## src/rtl/opnd_addr_pkg.sv

```systemverilog
package opnd_addr_pkg;

    localparam int MODE_W = 4;

    localparam logic [MODE_W-1:0] AM_IMM = 4'd0;
    localparam logic [MODE_W-1:0] AM_ZPG = 4'd1;
    localparam logic [MODE_W-1:0] AM_ZPX = 4'd2;
    localparam logic [MODE_W-1:0] AM_ZPY = 4'd3;
    localparam logic [MODE_W-1:0] AM_ABS = 4'd4;
    localparam logic [MODE_W-1:0] AM_ABX = 4'd5;
    localparam logic [MODE_W-1:0] AM_ABY = 4'd6;
    localparam logic [MODE_W-1:0] AM_INX = 4'd7;
    localparam logic [MODE_W-1:0] AM_INY = 4'd8;

    typedef enum logic [2:0] {
        ST_IDLE    = 3'd0,
        ST_OPND_LO = 3'd1,
        ST_OPND_HI = 3'd2,
        ST_PTR_LO  = 3'd3,
        ST_PTR_HI  = 3'd4,
        ST_FINISH  = 3'd5
    } seq_state_t;

    function automatic logic needs_operand(input logic [MODE_W-1:0] m);
        return (m >= AM_ZPG) && (m <= AM_INY);
    endfunction

    function automatic logic is_abs_family(input logic [MODE_W-1:0] m);
        return (m >= AM_ABS) && (m <= AM_ABY);
    endfunction

    function automatic logic is_ind_family(input logic [MODE_W-1:0] m);
        return (m == AM_INX) || (m == AM_INY);
    endfunction

endpackage

```

## src/rtl/opnd_addr_calc.sv

```systemverilog
module opnd_addr_calc
    import opnd_addr_pkg::*;
#(
    parameter int DW = 8
) (
    input  logic [MODE_W-1:0] mode,
    input  logic [2*DW-1:0]   base,
    input  logic [DW-1:0]     idx_x,
    input  logic [DW-1:0]     idx_y,
    output logic [2*DW-1:0]   eff,
    output logic              page_cross,
    output logic [1:0]        nbytes,
    output logic              mode_err
);
    localparam int AW = 2 * DW;

    logic [DW-1:0] idx;
    logic          zp_idx;
    logic          full_idx;
    logic [DW-1:0] zp_sum;
    logic [AW-1:0] full_sum;

    always_comb begin
        idx      = '0;
        zp_idx   = 1'b0;
        full_idx = 1'b0;
        mode_err = 1'b0;
        nbytes   = 2'd1;
        unique case (mode)
            AM_IMM, AM_ZPG, AM_INX: ;
            AM_ZPX: begin idx = idx_x; zp_idx = 1'b1; end
            AM_ZPY: begin idx = idx_y; zp_idx = 1'b1; end
            AM_ABS: nbytes = 2'd2;
            AM_ABX: begin idx = idx_x; full_idx = 1'b1; nbytes = 2'd2; end
            AM_ABY: begin idx = idx_y; full_idx = 1'b1; nbytes = 2'd2; end
            AM_INY: begin idx = idx_y; full_idx = 1'b1; end
            default: begin mode_err = 1'b1; nbytes = 2'd0; end
        endcase
    end

    assign zp_sum   = base[DW-1:0] + idx;
    assign full_sum = base + {{DW{1'b0}}, idx};

    always_comb begin
        if (mode_err)      eff = '0;
        else if (zp_idx)   eff = {{DW{1'b0}}, zp_sum};
        else if (full_idx) eff = full_sum;
        else               eff = base;
    end

    assign page_cross = full_idx && (full_sum[AW-1:DW] != base[AW-1:DW]);

endmodule

```

## src/rtl/opnd_addr_fsm.sv

```systemverilog
module opnd_addr_fsm
    import opnd_addr_pkg::*;
#(
    parameter int DW = 8
) (
    input  logic              clk,
    input  logic              rst_n,
    input  logic              start,
    input  logic [MODE_W-1:0] mode,
    input  logic [2*DW-1:0]   pc,
    input  logic [DW-1:0]     idx_x,
    input  logic [DW-1:0]     idx_y,
    output logic              rd_en,
    output logic [2*DW-1:0]   rd_addr,
    input  logic [DW-1:0]     rd_data,
    output logic [MODE_W-1:0] c_mode,
    output logic [2*DW-1:0]   c_base,
    output logic [DW-1:0]     c_x,
    output logic [DW-1:0]     c_y,
    input  logic [2*DW-1:0]   c_eff,
    input  logic              c_page,
    input  logic [1:0]        c_bytes,
    input  logic              c_err,
    output logic              done,
    output logic [2*DW-1:0]   eff_addr,
    output logic [1:0]        opnd_bytes,
    output logic              page_cross,
    output logic              mode_err
);
    localparam int AW = 2 * DW;

    seq_state_t        state_q, state_d;
    logic [MODE_W-1:0] mode_q;
    logic [AW-1:0]     pc_q;
    logic [DW-1:0]     x_q, y_q, lo_q, ptr_q, ptr_now;
    logic [AW-1:0]     eff_q;
    logic [1:0]        bytes_q;
    logic              page_q, err_q;
    logic              capture;

    // next-state process
    always_comb begin
        state_d = state_q;
        unique case (state_q)
            ST_IDLE:    if (start) state_d = needs_operand(mode) ? ST_OPND_LO : ST_FINISH;
            ST_OPND_LO: begin
                if (is_abs_family(mode_q))      state_d = ST_OPND_HI;
                else if (is_ind_family(mode_q)) state_d = ST_PTR_LO;
                else                            state_d = ST_FINISH;
            end
            ST_OPND_HI: state_d = ST_FINISH;
            ST_PTR_LO:  state_d = ST_PTR_HI;
            ST_PTR_HI:  state_d = ST_FINISH;
            ST_FINISH:  state_d = ST_IDLE;
            default:    state_d = ST_IDLE;
        endcase
    end

    assign ptr_now = rd_data + ((mode_q == AM_INX) ? x_q : '0);
    assign capture = (state_d == ST_FINISH);

    // output process: read port and adder operands
    always_comb begin
        rd_en   = 1'b0;
        rd_addr = '0;
        c_mode  = mode_q;
        c_x     = x_q;
        c_y     = y_q;
        c_base  = pc_q;
        unique case (state_q)
            ST_IDLE: begin
                rd_en   = start && needs_operand(mode);
                rd_addr = pc;
                c_mode  = mode;
                c_x     = idx_x;
                c_y     = idx_y;
                c_base  = pc;
            end
            ST_OPND_LO: begin
                c_base = {{DW{1'b0}}, rd_data};
                if (is_abs_family(mode_q)) begin
                    rd_en   = 1'b1;
                    rd_addr = pc_q + 1'b1;
                end else if (is_ind_family(mode_q)) begin
                    rd_en   = 1'b1;
                    rd_addr = {{DW{1'b0}}, ptr_now};
                end
            end
            ST_OPND_HI: c_base = {rd_data, lo_q};
            ST_PTR_LO: begin
                rd_en   = 1'b1;
                rd_addr = {{DW{1'b0}}, ptr_q + 1'b1};
            end
            ST_PTR_HI: c_base = {rd_data, lo_q};
            ST_FINISH: ;
            default: ;
        endcase
    end

    // state register and captured data
    always_ff @(posedge clk) begin
        if (!rst_n) begin
            state_q <= ST_IDLE;
            mode_q  <= '0;
            pc_q    <= '0;
            x_q     <= '0;
            y_q     <= '0;
            lo_q    <= '0;
            ptr_q   <= '0;
            eff_q   <= '0;
            bytes_q <= '0;
            page_q  <= 1'b0;
            err_q   <= 1'b0;
        end else begin
            state_q <= state_d;
            if (state_q == ST_IDLE && start) begin
                mode_q <= mode;
                pc_q   <= pc;
                x_q    <= idx_x;
                y_q    <= idx_y;
            end
            if (state_q == ST_OPND_LO) begin
                lo_q  <= rd_data;
                ptr_q <= ptr_now;
            end
            if (state_q == ST_PTR_LO) lo_q <= rd_data;
            if (capture) begin
                eff_q   <= c_eff;
                bytes_q <= c_bytes;
                page_q  <= c_page;
                err_q   <= c_err;
            end
        end
    end

    assign done       = (state_q == ST_FINISH);
    assign eff_addr   = eff_q;
    assign opnd_bytes = bytes_q;
    assign page_cross = page_q;
    assign mode_err   = err_q;


    done_pulse_chk: assert property (@(posedge clk) disable iff (!rst_n)
        done |=> !done);


    idle_hold_chk: assert property (@(posedge clk) disable iff (!rst_n)
        (state_q == ST_IDLE && !start) |=> $stable(eff_addr));


    ptr_page_chk: assert property (@(posedge clk) disable iff (!rst_n)
        (state_q == ST_PTR_LO) |-> (rd_en && rd_addr[AW-1:DW] == '0));


    zp_high_chk: assert property (@(posedge clk) disable iff (!rst_n)
        (done && (mode_q == AM_ZPG || mode_q == AM_ZPX || mode_q == AM_ZPY))
            |-> (eff_addr[AW-1:DW] == '0));


    page_mode_chk: assert property (@(posedge clk) disable iff (!rst_n)
        (done && page_cross) |-> (mode_q == AM_ABX || mode_q == AM_ABY || mode_q == AM_INY));


    err_result_chk: assert property (@(posedge clk) disable iff (!rst_n)
        (done && mode_err) |-> (eff_addr == '0 && opnd_bytes == 2'd0 && !page_cross));


    quiet_port_chk: assert property (@(posedge clk) disable iff (!rst_n)
        (state_q == ST_OPND_HI || state_q == ST_PTR_HI || state_q == ST_FINISH) |-> !rd_en);

endmodule

```

## src/rtl/opnd_addr_seq.sv

```systemverilog
module opnd_addr_seq
    import opnd_addr_pkg::*;
#(
    parameter int DW = 8
) (
    input  logic              clk,
    input  logic              rst_n,
    input  logic              start,
    input  logic [MODE_W-1:0] mode,
    input  logic [2*DW-1:0]   pc,
    input  logic [DW-1:0]     idx_x,
    input  logic [DW-1:0]     idx_y,
    output logic              rd_en,
    output logic [2*DW-1:0]   rd_addr,
    input  logic [DW-1:0]     rd_data,
    output logic              done,
    output logic [2*DW-1:0]   eff_addr,
    output logic [1:0]        opnd_bytes,
    output logic              page_cross,
    output logic              mode_err
);
    localparam int AW = 2 * DW;

    logic [MODE_W-1:0] c_mode;
    logic [AW-1:0]     c_base, c_eff;
    logic [DW-1:0]     c_x, c_y;
    logic [1:0]        c_bytes;
    logic              c_page, c_err;

    opnd_addr_fsm #(.DW(DW)) u_fsm (
        .clk        (clk),
        .rst_n      (rst_n),
        .start      (start),
        .mode       (mode),
        .pc         (pc),
        .idx_x      (idx_x),
        .idx_y      (idx_y),
        .rd_en      (rd_en),
        .rd_addr    (rd_addr),
        .rd_data    (rd_data),
        .c_mode     (c_mode),
        .c_base     (c_base),
        .c_x        (c_x),
        .c_y        (c_y),
        .c_eff      (c_eff),
        .c_page     (c_page),
        .c_bytes    (c_bytes),
        .c_err      (c_err),
        .done       (done),
        .eff_addr   (eff_addr),
        .opnd_bytes (opnd_bytes),
        .page_cross (page_cross),
        .mode_err   (mode_err)
    );

    opnd_addr_calc #(.DW(DW)) u_calc (
        .mode       (c_mode),
        .base       (c_base),
        .idx_x      (c_x),
        .idx_y      (c_y),
        .eff        (c_eff),
        .page_cross (c_page),
        .nbytes     (c_bytes),
        .mode_err   (c_err)
    );

endmodule

```

## config.mk

```make
export PLATFORM = sky130hd
export DESIGN_NAME = opnd_addr_seq
export DESIGN_NICKNAME = d
export VERILOG_FILES = /design/src/rtl/opnd_addr_pkg.sv /design/src/rtl/opnd_addr_calc.sv /design/src/rtl/opnd_addr_fsm.sv /design/src/rtl/opnd_addr_seq.sv
export SDC_FILE = /design/constraint.sdc
export NUM_CORES = 1
export LEC_CHECK = 0
export BUFFER_PORTS_ARGS = -buffer_cell sky130_fd_sc_hd__buf_4
export CORE_MARGIN = 3
export CORE_UTILIZATION = 35
export CTS_BUF_LIST = sky130_fd_sc_hd__clkbuf_4 sky130_fd_sc_hd__clkbuf_8
export CTS_CLUSTER_DIAMETER = 100
export CTS_CLUSTER_SIZE = 12
export DETAILED_ROUTE_END_ITERATION = 10
export HOLD_SLACK_MARGIN = 0.05
export PLACE_DENSITY = 0.58
export SETUP_SLACK_MARGIN = 0.5
export SKIP_CTS_REPAIR_TIMING = 1
export SYNTH_ARGS = -nofsm -noshare
export SYNTH_HDL_FRONTEND = slang
export SYNTH_HIERARCHICAL = 1
export SYNTH_SLANG_ARGS = --single-unit
```

## constraint.sdc

```tcl
create_clock -name clk -period 5 [get_ports clk]
set_clock_uncertainty 0.2 [all_clocks]
set_input_delay 1 -clock clk [delete_from_list [all_inputs] [get_ports clk]]
set_output_delay 1 -clock clk [all_outputs]
set_load 0.03 [all_outputs]
```

## Word level (Yosys, flattened, before mapping)

Index checks and enable logic that the tools add are counted.
W data, S select, Z words.

- Register bits: 75
- Output and inout bits: 38
- Input bits: 47
- Word-level logic and storage cells: 80

- Add/subtract/negate cells: 5
- Equal/unequal tests: 17
- Mux-type cells: 26
- Reduce and logical (&&, ||, !) cells: 17
- Magnitude comparators: 4

Operator list:

| operator | number |
|---|---|
| $pmux W16 S3 | 2 |
| $mux W16 | 4 |
| $mux W8 | 6 |
| $eq A4 B3 Y1 const B | 5 |
| $add A16 B1 Y16 const B | 1 |
| $add A16 B8 Y16 | 1 |
| $add A8 B8 Y8 | 2 |
| $pmux W8 S2 | 1 |
| $mux W3 | 4 |
| $pmux W3 S4 | 1 |
| $eq A3 B3 Y1 const B | 3 |
| $reduce_or A3 Y1 | 3 |
| $reduce_or A9 Y1 | 1 |
| $add A8 B1 Y8 const B | 1 |
| $eq A4 B2 Y1 const B | 2 |
| $eq A4 B4 Y1 const B | 2 |
| $ne A8 B8 Y1 | 1 |
| $eq A3 B2 Y1 const B | 2 |
| $reduce_or A2 Y1 | 3 |
| $reduce_or A6 Y1 | 1 |
| $logic_and A1 B1 Y1 | 5 |
| $mux W1 | 5 |
| $eq A4 B1 Y1 const B | 1 |
| $ge A4 B1 Y1 const B | 1 |
| other kinds (11) | 11 |

## Depth between registers and ports, before layout

Gate-level depths: netlist (run 1).

- Depth in word-level cells: 9
- Depth in mapped cells: 19
- Mapped depth without buffers: 15

## By module

The synthesis (run 1) kept the hierarchy.

By module, submodules not included:

| module | times used | cells each | area each (um2) |
|---|---|---|---|
| opnd_addr_fsm | 1 | 591 | 4,510.6 |
| opnd_addr_calc | 1 | 174 | 1,201.2 |

## Worst setup path after synthesis (run 1)

OpenSTA, ideal clock, no wires.

- Path kind: reg-to-reg
- From: register u_fsm.state_q[0]
- To: register u_fsm.eff_q[6] (netlist: u_fsm/eff_addr[6])
- Buffers on the path: 4
- Slack: 0.505 ns
- Library setup time: 0.072 ns
- Arrival: 4.223 ns
- Data required time: 4.728 ns
- Stages on the path, launching flop included: 20
- Path through: dfxtp_1 buf_2 nor3_4 clkbuf_1 mux2_2 buf_2 nor2b_1 clkbuf_1 a22o_1 a22oi_1 o21ai_0 ha_1 fa_1 a211oi_1 o21bai_1 a21oi_1 nor3b_1 a2111oi_0 nand2_1 mux2i_1

- Word-level cells in the longest chain between the ends: 9
- Elaborated cells on any way between the ends: 35
- Those cells by class: 2 x add/sub; 13 x eq/ne; 12 x mux; 8 x reduce/logical

Ends and longest elaborated chain:

| item | line | text |
|---|---|---|
| start: declaration | opnd_addr_fsm.sv:32 | `seq_state_t state_q, state_d;` |
| start signal: assignment | opnd_addr_fsm.sv:115 | `state_q <= state_d;` |
| $logic_not A3 Y1 * | opnd_addr_fsm.sv:70 | `unique case (state_q)` |
| $mux W4 * | opnd_addr_fsm.sv:70 |  |
| via c_mode[2] | opnd_addr_seq.sv:24 | `logic [MODE_W-1:0] c_mode;` |
| $eq A4 B2 Y1, or another cell as far along | opnd_addr_calc.sv:29 | `unique case (mode)` |
| $reduce_or A3 Y1 (no source line) / $reduce_or A2 Y1 (equally long branches) | n/a |  |
| $pmux W8 S2 | opnd_addr_calc.sv:29 |  |
| $add A16 B8 Y16 | opnd_addr_calc.sv:42 | `assign full_sum = base + {{DW{1'b0}}, idx};` |
| $mux W16 | opnd_addr_calc.sv:47 | `else if (full_idx) eff = full_sum;` |
| $mux W16 | opnd_addr_calc.sv:46 | `else if (zp_idx) eff = {{DW{1'b0}}, zp_sum};` |
| $mux W16 * | opnd_addr_calc.sv:45 | `if (mode_err) eff = '0;` |
| via c_eff[6] | opnd_addr_seq.sv:25 | `logic [AW-1:0] c_base, c_eff;` |
| end signal: assignment | opnd_addr_fsm.sv:110 | `eff_q <= '0;` |
| end signal: assignment | opnd_addr_fsm.sv:128 | `eff_q <= c_eff;` |
| end: declaration | opnd_addr_fsm.sv:36 | `logic [AW-1:0] eff_q;` |

The timed path passes the listed nets; every way through them passes the cells marked *.
A chain may end at the register's enable or synchronous reset.

## Final worst setup path (run 1)

- From: register u_fsm.mode_q[2]
- To: output rd_addr[6]

- Word-level cells in the longest chain between the ends: 6
- Elaborated cells on any way between the ends: 11
- Those cells by class: 1 x add/sub; 2 x order compare; 2 x eq/ne; 4 x mux; 2 x reduce/logical

Ends and longest elaborated chain:

| item | line | text |
|---|---|---|
| start: declaration | opnd_addr_fsm.sv:33 | `logic [MODE_W-1:0] mode_q;` |
| start signal: assignment | opnd_addr_fsm.sv:117 | `mode_q <= mode;` |
| $eq A4 B3 Y1 | opnd_addr_pkg.sv:33, opnd_addr_fsm.sv:59 |  |
| $mux W8 | opnd_addr_fsm.sv:59 | `assign ptr_now = rd_data + ((mode_q == AM_INX) ? x_q : '0);` |
| $add A8 B8 Y8 | opnd_addr_fsm.sv:59 |  |
| $mux W8 | opnd_addr_fsm.sv:84 | `end else if (is_ind_family(mode_q)) begin` |
| $mux W16 * | opnd_addr_fsm.sv:81 | `if (is_abs_family(mode_q)) begin` |
| $pmux W16 S3 * | opnd_addr_fsm.sv:70 |  |
| end: declaration | opnd_addr_seq.sv:14 | `output logic [2*DW-1:0] rd_addr,` |

Mark *: on every way between the ends. The rest lies on a longest branch, timed or not.

==> results of run 1 <==
[power groups by stage]
stage / clock network [uW] / registers (uW) / logic [uW]
after detailed placement: 0 / 746 / 1290
after CTS: 492 / 732 / 1290
final: 478 / 732 / 1310
after floorplan: 0 / 783 / 882
after global routing: 517 / 742 / 1430
after global placement: 0 / 745 / 1280
[metrics by stage]
stage                     utilization [%]  setup WS [ps]
after global placement              41.16          453.8
final                               42.58          713.0
after global routing                42.58          513.9
after floorplan                         -          504.9
after detailed placement            41.16          377.3
after CTS                           42.32          559.8
[flip-flops by register name, summed over array words and instances (netlist names)]
signal / flops
u_fsm/eff_addr: 16
u_fsm/lo_q: 8
u_fsm/mode_err: 1
u_fsm/mode_q: 4
u_fsm/opnd_bytes: 2
u_fsm/page_cross: 1
u_fsm/pc_q: 16
u_fsm/ptr_q: 8
u_fsm/state_q: 3
u_fsm/x_q: 8
u_fsm/y_q: 8
[cell usage in the layout (no fill, tap or decap), drive strengths merged, types with 9 or more instances in the layout]
cell type,synthesis,routed
nand2,185,185
buf,13,107
dfxtp,75,75
a21oi,73,73
o21ai,47,47
nor2,36,36
mux2i,29,29
mux2,28,28
a22oi,23,23
inv,18,18
xor2,18,18
ha,17,17
nand3,16,16
nor3,15,15
xnor2,14,14
clkbuf,33,11
and2,10,10
o221a,9,9
[worst max-delay path by stage]
stage,startpoint,end,depth (start not counted)
floorplan,u_fsm/state_q[0],u_fsm/eff_addr[6],19
global placement,mode[2],u_fsm/eff_addr[15],15
detailed placement,mode[2],u_fsm/eff_addr[7],14
CTS,u_fsm/mode_q[2],rd_addr[6],11
global route,u_fsm/state_q[2],u_fsm/eff_addr[15],15
finish,u_fsm/mode_q[2],rd_addr[6],11
[routing by layer]
layer  track usage (%)  share of wire [%]
met1             28.91                 49
met3             2.530                5.4
met5                 0                  0
met4             6.914                1.8
met2             29.59                 44
[area by class of cell]
cell class | count | area [um^2]
multi-input combinational | 625 | 3953
timing repair buffer | 107 | 807.0
fill | 1661 | 9154
sequential | 75 | 1503
clock buffer | 11 | 145.1
inverter | 19 | 71.32
tap | 216 | 270.3
clock inverter | 3 | 40.04
[cell families after synthesis]
group	count (synthesis)	synth area share, %
simple gates	304	24.45
buf+inv	65	4.775
xor+xnor	32	4.907
mux	57	10.60
compound gates	212	24.38
fa+ha+maj	20	4.600
flops	75	26.29
[worst max-delay path, stage by stage (launching register included)]
cell	delay, ps
dfxtp_1	470
and4b_2	340
and2_1	160
ha_1	190
inv_1	60
fa_1	410
nor2b_1	160
o31a_1	180
o21ai_1	120
nor3b_1	160
o31ai_1	260
buf_4	220
==> flow_metrics.env, run 1 <==
export IMPL_p_switching_uw=1080
export IMPL_cts_sinks=75
export IMPL_numPortBuffers=84
export IMPL_power_share_clock_pct=19.0
export IMPL_p_comb_share_pct=52.0
export IMPL_fin_crit_ps=4287
export IMPL_place_congestion=0.8804
export IMPL_start_kind="register"
export IMPL_fin_nets=903
export IMPL_synth_edff_count=0
export IMPL_cts_made_buffers=9
export IMPL_seqPwrFrac_pct=29.1
export IMPL_reg2reg_slack_ps=760
export IMPL_ff2ff_path_depth=15
export IMPL_rsz0062_at_grt="false"
export IMPL_fin_area_mm2=0.006789
export IMPL_synth_ff_type="dfxtp_1"
export IMPL_coreArea_mm2=0.01594
export IMPL_ys_ff_latch=75
export IMPL_total_power_uw=2521
export IMPL_required_ps=3800
export IMPL_cp_end_kind="primary output"
export IMPL_grt_pass1_vias=5187
export IMPL_placed_area_mm2=0.006561
export IMPL_setup_viol=0
export IMPL_wl_per_cell_um=16.77
export IMPL_r2r_start="u_fsm/state_q[2]"
export IMPL_vias=5653
export IMPL_fp_row_count=46
export IMPL_slew_viol_final=0
export IMPL_drt_first_iter_violations=414
export IMPL_die_h_um=133.7
export IMPL_hold_violations=0
export IMPL_ant_nets=0
export IMPL_p_leak_uw=0.002705
export IMPL_synth_top_area_share_pct=26.29
export IMPL_max_slew_margin_pct=49.22
export IMPL_fin_tns_setup_ps=0
export IMPL_drt_total_wl_um=17710
export IMPL_die_area_mm2=0.01789
export IMPL_power_density_mw_per_mm2=371.3
export IMPL_layoutNonFillerInstCount=1056
export IMPL_reg2reg_to="u_fsm/eff_addr[15]"
export IMPL_drive_above_1_share_pct=20.83
export IMPL_path_class="register to primary output"
export IMPL_grt_ovfl_total=0
export IMPL_min_path_cells=2
export IMPL_remaining_drc_errors=0
export IMPL_synthArstFlopShare_pct=0
export IMPL_cts_tree="done"
export IMPL_clock_latency_ps=370
export IMPL_peakVddDrop_mv=0.1562
export IMPL_netlist_top_cells_area="dfxtp_1, nand2_1, a21oi_1"
export IMPL_yosys_warnings=6
export IMPL_cp_max_fo=8
export IMPL_max_cap_viol_count=0
export IMPL_die_w_um=133.7
export IMPL_cts_max_level=3
export IMPL_dp_hpwl_um=13430
export IMPL_min_path_type="register to register"
export IMPL_synth_net_count=831
export IMPL_finalCritPeriodShare_pct=85.74
export IMPL_grt_max_degree=47
export IMPL_crit_arrival_ps=3090
export IMPL_yosysMostFrequentCell="nand2_1"
export IMPL_synth_cells=765
export IMPL_ys_types=66
export IMPL_vias_per_cell=5.353
export IMPL_cts_max_path_buffers=2
export IMPL_grt_first_pass_wirelength_um=28030
export IMPL_status="completed"
export IMPL_synthToLayoutAreaGrowth_pct=18.86
export IMPL_path_clk_slew_ps=80
export IMPL_synth_largest_area_cell="dfxtp_1"
export IMPL_syn_cell_area_mm2=0.005712
export IMPL_antenna_found_initial=0
export IMPL_worst_pin_slew_ps=760.1
export IMPL_antenna_cells=0
export IMPL_root_buffer="clkbuf_8"
export IMPL_drt_pass1_iter_count=5
export IMPL_swShare_pct=42.85
export IMPL_synth_common_cells="nand2_1, dfxtp_1, a21oi_1"
export IMPL_hp_start="u_fsm/y_q[6]"
export IMPL_globalRouteTotalUtil_pct=19.69
export IMPL_holdPathEnd="u_fsm/y_q[6]"
export IMPL_floorplan_initialDensity_pct=35.83
export IMPL_avgSynthCellArea_um2=7.466
export IMPL_dpl_cell_count=1039
export IMPL_fmax_ghz=0.2333
export IMPL_internal_power_uw=1441
export IMPL_io_pins=85
export IMPL_hold_ws_ps=253.4
export IMPL_synth_seq_area_share_pct=26.29
Note: power is estimated with default switching activity, not from simulation.
==> run 2: changes to the inputs <==
Settings changed: CELL_PAD_IN_SITES_DETAIL_PLACEMENT from default to 1, CELL_PAD_IN_SITES_GLOBAL_PLACEMENT from default to 1, PLACE_DENSITY 0.58 to 0.74.
==> run 2 against run 1 <==
Against the previous run: die area did not move; count of clock-buffer cells in the layout rose by 1; sequential power barely moved; critical path type unchanged; clock power barely moved; core utilization rose by 0.25 points.
==> flow_metrics.env, run 2 (synthesis gave the netlist of run 1 again) <==
export IMPL_status="completed"
export IMPL_fillCellCount=2014
export IMPL_path_class="register to primary output"
export IMPL_crit_arrival_ps=3110
export IMPL_cts_max_path_buffers=2
export IMPL_reg2reg_to="u_fsm/eff_addr[15]"
export IMPL_drive_above_1_share_pct=21.36
export IMPL_cts_made_buffers=9
export IMPL_rsz0062_at_grt="false"
export IMPL_min_path_cells=2
export IMPL_fin_nets=899
export IMPL_io_pins=85
export IMPL_max_cap_viol_count=0
export IMPL_worstPathCellList="and4b_2, and2_1, ha_1, inv_1, fa_1, nor3_1, a22oi_1, o221ai_1, o211ai_1, a21oi_2, buf_4"
export IMPL_grt_pass1_vias=5955
export IMPL_internal_power_uw=1427
export IMPL_floorplan_initialDensity_pct=35.83
export IMPL_hold_ws_ps=261.8
export IMPL_p_leak_uw=0.002702
export IMPL_drt_pass1_iter_count=5
export IMPL_cts_sinks=75
export IMPL_fp_row_count=46
export IMPL_peakVddDrop_mv=0.1897
export IMPL_pre_cts_ws_ps=152.5
export IMPL_mostFrequentLayoutCells="nand2_1, buf_4, a21oi_1, dfxtp_1, o21ai_0"
export IMPL_hold_violations=0
export IMPL_power_share_clock_pct=18.5
export IMPL_path_clk_slew_ps=80
export IMPL_cts_tree="done"
export IMPL_fin_crit_ps=4309
export IMPL_cts_max_level=3
export IMPL_power_density_mw_per_mm2=377.8
export IMPL_grt_max_degree=48
export IMPL_min_path_type="register to register"
export IMPL_r2r_start="u_fsm/state_q[2]"
export IMPL_p_switching_uw=1154
export IMPL_fmax_ghz=0.2321
export IMPL_drt_first_iter_violations=323
export IMPL_worst_slack_ps=691.2
export IMPL_coreArea_mm2=0.01594
export IMPL_seqPwrFrac_pct=28.5
export IMPL_start_kind="register"
export IMPL_crit_family="adder cells"
export IMPL_max_stage_delay_ps=500
export IMPL_dp_hpwl_um=15220
export IMPL_slew_viol_final=0
export IMPL_remaining_drc_errors=0
export IMPL_antenna_cells=0
export IMPL_max_slew_margin_pct=42.65
export IMPL_finalCritPeriodShare_pct=86.18
export IMPL_die_area_mm2=0.01789
export IMPL_vias=5893
export IMPL_wl_per_cell_um=19.25
export IMPL_globalRouteTotalUtil_pct=22.25
export IMPL_ff2ff_path_depth=16
export IMPL_final_common_cell="nand2_1"
export IMPL_drt_total_wl_um=20290
export IMPL_cp_end_kind="primary output"
export IMPL_worst_pin_slew_ps=852.5
export IMPL_hp_start="u_fsm/mode_err"
export IMPL_ant_nets=0
export IMPL_swShare_pct=44.70
export IMPL_antenna_found_initial=0
export IMPL_fin_tns_setup_ps=0
export IMPL_place_congestion=0.8750
export IMPL_die_w_um=133.7
export IMPL_reg2reg_slack_ps=790
export IMPL_cp_max_fo=7
export IMPL_post_route_util_pct=42.83
export IMPL_setup_viol=0
export IMPL_grt_ovfl_total=0
export IMPL_root_buffer="clkbuf_8"
export IMPL_cp_num_buf_inv=2
export IMPL_required_ps=3800
export IMPL_p_comb_share_pct=53.0
export IMPL_grt_first_pass_wirelength_um=31730
export IMPL_clock_latency_ps=390
export IMPL_numPortBuffers=84
export IMPL_holdPathEnd="u_fsm/mode_err"
export IMPL_die_h_um=133.7
export IMPL_synthToLayoutAreaGrowth_pct=19.56
export IMPL_critPathSlowestCell="fa_1"
export IMPL_vias_per_cell=5.591
[run 2: changes by cell type in the layout (fill, tap and decap cells not counted), sizes merged]
cell | previous run | this run
clkinv | 3 | 5
buf | 107 | 102
clkbuf | 11 | 12
nor4b | 1 | 2
bufinv | 1 | 0
[run 2: power by group through the flow]
stage | Sequential, uW | Combinational, uW | Clock, uW
3_5_place_dp | 748 | 1310 | 0
6_report | 735 | 1370 | 477
3_3_place_gp | 744 | 1270 | 0
2_1_floorplan | 783 | 882 | 0
4_1_cts | 735 | 1310 | 492
5_1_grt | 746 | 1480 | 515
[run 2: tightest hold or removal path: stages (launching register included)]
cell and delay [ps]:
dfxtp_1 320, nand2_1 50, mux2i_1 50
[run 2: through the flow]
stage	total power, uW	area [um^2]	instances
finish	2580	6829	1054
global route	2745	6829	1054
CTS	2539	6698	1048
detailed placement	2055	6509	1032
global placement	2009	6509	1032
floorplan	1665	5712	765
[run 2: layer usage]
metal / track usage, % / share of wire (%) / wire, um
met1: 29.89 / 47 / 9479
met2: 36.58 / 47 / 9637
met3: 2.757 / 3.7 / 759
met4: 8.286 / 2.1 / 416
met5: 0 / 0 / 0
[run 2: layout make-up]
cell class	count	area [um^2]	area share (%)
timing repair buffer	102	785.8	11.51
tap	216	270.3	3.957
clock inverter	4	23.77	0.3481
inverter	19	71.32	1.044
multi-input combinational	626	4004	58.63
clock buffer	12	165.2	2.418
sequential	75	1509	22.10
[run 2: worst max-delay path by stage]
stage	startpoint	end	slack (ps)	cells after the start
after CTS	u_fsm/state_q[1]	u_fsm/eff_addr[7]	340	14
after floorplan	u_fsm/state_q[0]	u_fsm/eff_addr[6]	500	19
final	u_fsm/mode_q[2]	rd_addr[1]	690	11
after global routing	u_fsm/mode_q[2]	rd_addr[6]	480	11
after global placement	mode[1]	u_fsm/eff_addr[7]	310	14
after detailed placement	mode[1]	u_fsm/eff_addr[7]	150	14
==> run 3: changes to the inputs <==
Settings changed: BUFFER_PORTS_ARGS -buffer_cell sky130_fd_sc_hd__buf_4 to default, DONT_BUFFER_PORTS from default to 1, PLACE_DENSITY 0.74 to 0.68, SLEW_MARGIN from default to 20, TNS_END_PERCENT from default to 1.
==> run 3 against run 2 <==
Against the previous run: hold slack got worse by 4.1 ps; global-route usage decreased by 0.068 points; total power is essentially flat; largest cell class unchanged; critical path depth up 4; highest routed layer unchanged; first-iteration DRC count decreased by 11%; fmax is essentially flat; via count shrank 5.5%.
==> flow_metrics.env, run 3 (synthesis gave the netlist of run 1 again) <==
export IMPL_vias_per_cell=5.701
export IMPL_ant_nets=0
export IMPL_clock_latency_ps=370
export IMPL_slew_viol_final=0
export IMPL_pre_cts_ws_ps=264.6
export IMPL_max_cap_viol_count=0
export IMPL_fmax_ghz=0.2320
export IMPL_layoutNonFillerInstCount=977
export IMPL_start_kind="register"
export IMPL_setup_viol=0
export IMPL_remaining_drc_errors=0
export IMPL_cts_made_buffers=9
export IMPL_hold_violations=0
export IMPL_antenna_cells=0
export IMPL_cts_max_path_buffers=2
export IMPL_grt_ovfl_total=0
export IMPL_place_congestion=0.9039
export IMPL_drive_above_1_share_pct=13.53
export IMPL_io_pins=85
export IMPL_required_ps=5100
export IMPL_worst_slack_ps=690.3
export IMPL_die_area_mm2=0.01789
export IMPL_fin_nets=822
export IMPL_rsz0062_at_grt="true"
export IMPL_wl_per_cell_um=20.31
export IMPL_path_class="register to register"
export IMPL_antenna_found_initial=0
export IMPL_die_h_um=133.7
export IMPL_fin_crit_ps=4310
export IMPL_grt_max_degree=48
export IMPL_cp_end_kind="register"
export IMPL_max_slew_margin_pct=45.34
export IMPL_cts_tree="done"
export IMPL_coreArea_mm2=0.01594
export IMPL_floorplan_initialDensity_pct=35.83
export IMPL_drt_first_iter_violations=286
export IMPL_mostFrequentLayoutCells="nand2_1, a21oi_1, dfxtp_1, o21ai_0, nor2_1"
export IMPL_worst_pin_slew_ps=812.4
export IMPL_peakVddDrop_mv=0.1269
export IMPL_power_density_mw_per_mm2=411.2
export IMPL_dpl_cell_count=961
export IMPL_numPortBuffers=0
export IMPL_status="completed"
export IMPL_fin_tns_setup_ps=0
export IMPL_dp_hpwl_um=15190
export IMPL_drt_pass1_iter_count=5
export IMPL_cts_sinks=75
export IMPL_min_path_type="register to register"
export IMPL_cp_max_fo=11
export IMPL_die_w_um=133.7
export IMPL_p_leak_uw=0.002329
export IMPL_fp_row_count=46
export IMPL_finalCritPeriodShare_pct=86.19
export IMPL_crit_arrival_ps=4410
export IMPL_grt_first_pass_wirelength_um=31670
export IMPL_path_clk_slew_ps=90
export IMPL_grt_pass1_vias=5756
export IMPL_post_route_util_pct=39.34
export IMPL_synthToLayoutAreaGrowth_pct=9.814
export IMPL_globalRouteTotalUtil_pct=22.18
export IMPL_final_common_cell="nand2_1"
export IMPL_drt_total_wl_um=19840
export IMPL_root_buffer="clkbuf_8"
export IMPL_total_power_uw=2579
export IMPL_vias=5570
export IMPL_cts_max_level=3
## run 3: changes by cell type in the layout (fill, tap and decap cells not counted), sizes merged
cell | before | now
clkinv | 5 | 4
bufinv | 0 | 3
clkbuf | 12 | 10
buf | 102 | 26
nor4b | 2 | 1
## run 3: metrics by stage
stage / area (um^2) / hold WS, ps
after floorplan: 5712 / 233.8
after CTS: 6226 / 263.0
after global placement: 5976 / 240.6
after detailed placement: 5976 / 252.0
final: 6272 / 257.8
after global routing: 6272 / 294.8
## run 3: layer usage
| layer | share of wire (%) | wire length [um] | track usage (%) |
|---|---|---|---|
| met1 | 45 | 9022 | 28.98 |
| met5 | 0 | 0 | 0 |
| met2 | 47 | 9300 | 36.13 |
| met4 | 2.2 | 428 | 7.486 |
| met3 | 5.5 | 1092 | 5.060 |
## run 3: report_power, final
group	internal (uW)	total [uW]	switching, uW
clock	346	604	257
combinational	454	1180	725
sequential	671	796	124
## run 3: worst max-delay path, cell delays in order (launching register included)
cell and delay (ps):
dfxtp_1 340, nor3_4 310, mux2_2 490, nor2b_2 250, a22o_1 250, a22oi_1 200
o21ai_0 110, ha_1 240, fa_1 480, a211oi_4 300, o21bai_1 130, a21oi_1 260
nor3b_1 110, a2111oi_2 330, nand2_1 100, mux2i_1 140
## run 3: final timing paths
check | start | end | slack [ps] | cells after the start
max | u_fsm/state_q[1] | u_fsm/eff_addr[6] | 690 | 15
min | u_fsm/y_q[2] | u_fsm/y_q[2] | 260 | 2
max reg2reg | u_fsm/state_q[1] | u_fsm/eff_addr[6] | 690 | 15
min reg2reg | u_fsm/y_q[2] | u_fsm/y_q[2] | 260 | 2
## run 3: layout make-up
| class | count | area [um^2] |
|---|---|---|
| Multi-Input combinational cell | 625 | 3976 |
| Tap cell | 216 | 270.3 |
| Timing Repair Buffer | 26 | 198.9 |
| Clock buffer | 10 | 137.6 |
| Clock inverter | 6 | 112.6 |
| Inverter | 19 | 71.32 |
| Fill cell | 1989 | 9671 |
| Sequential cell | 75 | 1505 |
